--- config.mk ---
export PLATFORM = sky130hd
export DESIGN_NAME = serloop_mux
export DESIGN_NICKNAME = d
export VERILOG_FILES = /design/src/rtl/serloop_mux.sv
export SDC_FILE = /design/constraint.sdc
export NUM_CORES = 1
export LEC_CHECK = 0
export BUFFER_PORTS_ARGS = -buffer_cell sky130_fd_sc_hd__buf_2
export CAP_MARGIN = 10
export CORE_AREA = 2 2 39 41
export CTS_BUF_LIST = sky130_fd_sc_hd__clkbuf_4
export CTS_CLUSTER_SIZE = 30
export DETAILED_ROUTE_END_ITERATION = 7
export DIE_AREA = 0 0 41 43
export HOLD_SLACK_MARGIN = 0.12
export PLACE_DENSITY_LB_ADDON = 0.12
export SLEW_MARGIN = 20
export SYNTH_ARGS = -nofsm -noshare
export SYNTH_HDL_FRONTEND = slang
export SYNTH_SLANG_ARGS = --single-unit
--- constraint.sdc ---
create_clock -name clk -period 1.6 [get_ports clk]
set_input_delay 0.16 -clock clk [delete_from_list [all_inputs] [get_ports clk]]
set_output_delay 0.16 -clock clk [all_outputs]
set_load 0.03 [all_outputs]
--- src/rtl/serloop_mux.sv ---
module serloop_mux #(
  parameter logic [1:0] MODE_NORMAL = 2'b00,
  parameter logic [1:0] MODE_LOCAL  = 2'b01,
  parameter logic [1:0] MODE_ECHO   = 2'b10
) (
  input  logic       clk,
  input  logic       rst_n,
  input  logic [1:0] mode_req,
  input  logic       tx_busy,
  input  logic       tx_enable,
  input  logic       rx_enable,
  input  logic       tx_ser,
  input  logic       tx_clk,
  input  logic       rx_clk,
  input  logic       rxd_pin,
  input  logic       cpu_tx_wr,
  input  logic       cpu_rx_rd,
  output logic       txd_pin,
  output logic       rx_ser,
  output logic       rx_clk_out,
  output logic       tx_wr_en,
  output logic       rx_rd_en,
  output logic       tx_run,
  output logic       rx_run,
  output logic [1:0] mode_act,
  output logic       wr_dropped
);

  logic req_valid, take_req, is_local, is_echo;

  assign req_valid = (mode_req == MODE_NORMAL) || (mode_req == MODE_LOCAL) ||
                     (mode_req == MODE_ECHO);
  assign take_req  = req_valid && !tx_busy && (mode_req != mode_act);
  assign is_local  = (mode_act == MODE_LOCAL);
  assign is_echo   = (mode_act == MODE_ECHO);

  always_ff @(posedge clk or negedge rst_n) begin
    if (!rst_n)        mode_act <= MODE_NORMAL;
    else if (take_req) mode_act <= mode_req;
  end

  always_ff @(posedge clk or negedge rst_n) begin
    if (!rst_n)                     wr_dropped <= 1'b0;
    else if (take_req)              wr_dropped <= 1'b0;
    else if (is_echo && cpu_tx_wr)  wr_dropped <= 1'b1;
  end

  always_comb begin
    txd_pin = tx_ser;
    rx_ser  = rxd_pin;
    if (is_local) begin
      txd_pin = 1'b1;
      rx_ser  = tx_ser;
    end else if (is_echo) begin
      txd_pin = rxd_pin;
    end
  end

  assign rx_clk_out = is_local ? tx_clk : rx_clk;
  assign tx_wr_en   = cpu_tx_wr && !is_echo;
  assign rx_rd_en   = cpu_rx_rd;
  assign tx_run     = tx_enable || is_local;
  assign rx_run     = rx_enable;

endmodule

=== Word level (Yosys, flattened, before mapping) ===
Index checks and enable logic that the tools add are counted.

* Register bits: 3
* Logic and storage cells: 24

* Equal/unequal tests: 5
* Multiplexer cells: 6
* Reductions and logical operators: 11

{| class="wikitable"
|+ Operators with widths
! kind !! count
|-
| $mux 1 || 6
|-
| $eq 2x1->1 const B || 2
|-
| $eq 2x2->1 const B || 2
|-
| $logic_and 1x1->1 || 4
|-
| $logic_or 1x1->1 || 3
|-
| $logic_not 1->1 || 2
|-
| $logic_not 2->1 || 1
|-
| $ne 2x2->1 || 1
|-
| $reduce_bool 2->1 || 1
|}

=== Logic depth before layout (Yosys ltp) ===
* Depth in word-level cells: 6
* Gate-level depth with buffers: 4
* Gate-level depth less buffers: 3

=== Worst setup path before layout ===
Ideal clock, no wire load.

* Path type: register -> output
* Start point: register mode_act[0]
* End point: output port tx_wr_en
* Arrival: 1.458 ns
* Data required time: 1.440 ns
* Slack: -0.018 ns
* Cell stages (with the launch flop): 3
* Cell sequence: dfrtp_1 inv_1 a21boi_0

* Longest elaborated chain between the ends: 3

{| class="wikitable"
|+ RTL lines
! what !! RTL line !! RTL
|-
| from (decl) || 25 || <nowiki>output logic [1:0] mode_act,</nowiki>
|-
| from (signal assigned) || 39 || <nowiki>else if (take_req) mode_act <= mode_req;</nowiki>
|-
| $eq 2x2->1 || 35 || <nowiki>assign is_echo = (mode_act == MODE_ECHO);</nowiki>
|-
| $logic_not 1->1 || 60 || <nowiki>assign tx_wr_en = cpu_tx_wr && !is_echo;</nowiki>
|-
| $logic_and 1x1->1 || 60 ||
|-
| to (decl) || 21 || <nowiki>output logic tx_wr_en,</nowiki>
|}

Every way passes these cells.

=== Worst setup path after layout ===
* Start point: register mode_act[1]
* End point: output port rx_ser

* Longest elaborated chain between the ends: 2

{| class="wikitable"
|+ RTL lines
! what !! RTL line !! RTL
|-
| $eq 2x1->1 || 34 || <nowiki>assign is_local = (mode_act == MODE_LOCAL);</nowiki>
|-
| $mux 1 || 51 || <nowiki>if (is_local) begin</nowiki>
|-
| to (decl) || 19 || <nowiki>output logic rx_ser,</nowiki>
|}

Every way passes these cells.

==> out/results.txt <==
Status = completed
First-pass GRT wire length = 890 µm
Reg clk slew, reported paths = 0.04 ns
Static Leak = 0.000210 µW
Vias after detailed routing = 246
Post-synthesis simple-gate area fraction = 0.185
Clock buffer count from CTS = 3
Worst hold path class = primary input to register
CTS tree = built
Register Area = 75.1 µm²
Synth top area share = 0.308
Final Max Tran Viols = 0
CTS H-tree depth = 1
Diodes inserted = 0
Post-Syn Area = 244 µm²
Top post-synthesis cells by area = dfrtp_1, mux2_4, a21oi_1
Post-route ant nets = 0
Average cell area after synthesis = 9.76 µm²
Worst Skew = 0.00121 ns
Crit path time final = 1.45 ns
Maxcap violations = 0
Die Ht = 43 µm
Commonest non-fill, non-tap cell in the layout = buf_2
Final Setup Violations = 0
Multi-input logic area = 139 µm²
Layout cells sized above 1 = 0.609
Total power = 404 µW
Clock sink count = 3
WL per Instance = 9.85 µm
Vias per cell = 3.97
Synth Area in XOR/XNOR = 0
Core area = 1380 µm²
Signal arrival time at the worst endpoint = 1.29 ns
Crit start category = register
Drc violations = 0
GRT Util Overall = 0.0816
Final hold viol count = 0
HPWL Detailed = 497 µm
Reg2reg end = wr_dropped$_DFFE_PN0P_
Total wire length = 611 µm
Standard-cell rows = 14
CTS Buffer Depth = 2
# hold bufs at CTS = 1
Synth warn = 0
Placer Congestion = 0.686
Setup TNS = 0 ns
Post-synth EDFFs = 0
R2r setup slk = 0.56 ns
Commonest non-fill, non-tap cells in the layout = buf_2, clkbuf_4, a21oi_1, dfrtp_1
Worst vdd ir = 0.343 mV
Critical Path RT = 1.44 ns
Crit path capture type = output port
DRT Pass-1 Iters = 1
Critical Path Sink = rx_ser
Fillcell total = 159
Post-synthesis compound-gate area fraction = 0.221
Antenna violations before repair = 0
Final period util = 0.906
Area leader, netlist = dfrtp_1
Nets = 60
Mapped Nets = 38
Main flop type after synthesis = dfrtp_1
# Post-CTS Setup Buffers = 0
Largest net degree at the start of global routing = 6
Seq/Total Area, Yosys = 0.308
P&R area growth vs syn = 53.8%
CP Max Fanout = 5
Cell variety after synth = 18
Gr ovfl total = 0
Highest Clock Rate = 690 MHz
Slew headroom = 0.859
Critical Path Start = mode_act[1]$_DFFE_PN0P_
R2R depth = 4
WS Path Type = register to output port
Clk root buf = clkbuf_4
Ports = 23
Mux share of post-synthesis cell area = 0.164
Synth async-reset ratio = 1.00
PortBufs = 18
Vias in the first global route = 223
Adder-cell area share of the yosys netlist = 0
Pwr dens = 1080 nW/µm²
Clk_lat worst skew = 0.23 ns
RSZ-0062 raised after global routing = no
Die area = 1760 µm²
Yosys reg bits = 3
Syn Inst Count = 25
R2R Path Start = mode_act[1]$_DFFE_PN0P_
Post-CTS Resized = 0
Initial DRC count = 0
Initial Util = 0.176
Slew @ Worst Pin = 0.212 ns
Largest family of logic cells by synthesized area = compound AO/OA/AOI/OAI gates
Die Width = 41 µm
==> layer usage <==
layer / up-vias / GRT usage / part of all wire
met2: 14 / 0.109 / 0.43
met4: 0 / 0.120 / 0.039
li1: 125 / - / -
met5: - / 0 / 0
met3: 4 / 0.0209 / 0.14
met1: 103 / 0.0779 / 0.38
==> synthesized netlist by cell type, drive strengths merged (2+ instances only) <==
cell type,number
buf,3
a21oi,3
mux2,2
nor2,2
dfrtp,3
==> sequential cells by signal, indices dropped and copies added (netlist names) <==
| signal | cells |
|---|---|
| mode_act | 2 |
| wr_dropped | 1 |
==> kinds of logic after synthesis <==
logic type | Yosys count
flip-flops | 3
AO/OA/AOI/OAI | 8
AND/OR/NAND/NOR | 7
multiplexers | 3
buffers and inverters | 4
==> critical path: stages (launching register included) <==
cell	delay, ns
dfrtp_1	0.42
nand2b_4	0.17
mux2_4	0.29
buf_2	0.17
==> layout make-up <==
cell class                      instances  area share
Multi-Input combinational cell         18       0.370
Clock buffer                            4      0.0800
Inverter                                1      0.0100
Tap cell                               16      0.0533
Sequential cell                         3       0.200
Timing Repair Buffer                   20       0.287
==> power by group <==
part           leakage, µW  switching, µW  total [µW]  internal (µW)
logic             0.000154           89.3         154           65.1
clock network    0.0000184           39.7         150            110
registers        0.0000370           12.6        99.7           87.1
total             0.000210            142         404            263
==> worst min-delay path by stage <==
stage,start,to,depth (start not counted)
floorplan,rst_n,mode_act[0]$_DFFE_PN0P_,0
global placement,rst_n,mode_act[1]$_DFFE_PN0P_,1
detailed placement,rst_n,mode_act[1]$_DFFE_PN0P_,1
CTS,tx_busy,mode_act[0]$_DFFE_PN0P_,3
global route,tx_busy,mode_act[0]$_DFFE_PN0P_,3
finish,tx_busy,mode_act[0]$_DFFE_PN0P_,3
==> through the flow <==
stage	cells	util	hold slack (ns)	setup WS [ns]	area [µm²]
after CTS	62	0.271	0.221	0.128	375
final	62	0.271	0.222	0.150	375
after global placement	57	0.242	-0.0415	0.409	335
after detailed placement	57	0.242	-0.0439	0.386	335
after global routing	62	0.271	0.237	0.0952	375
after floorplan	25	-	-0.136	0.163	244
Note: power is estimated with default switching activity, not from simulation.
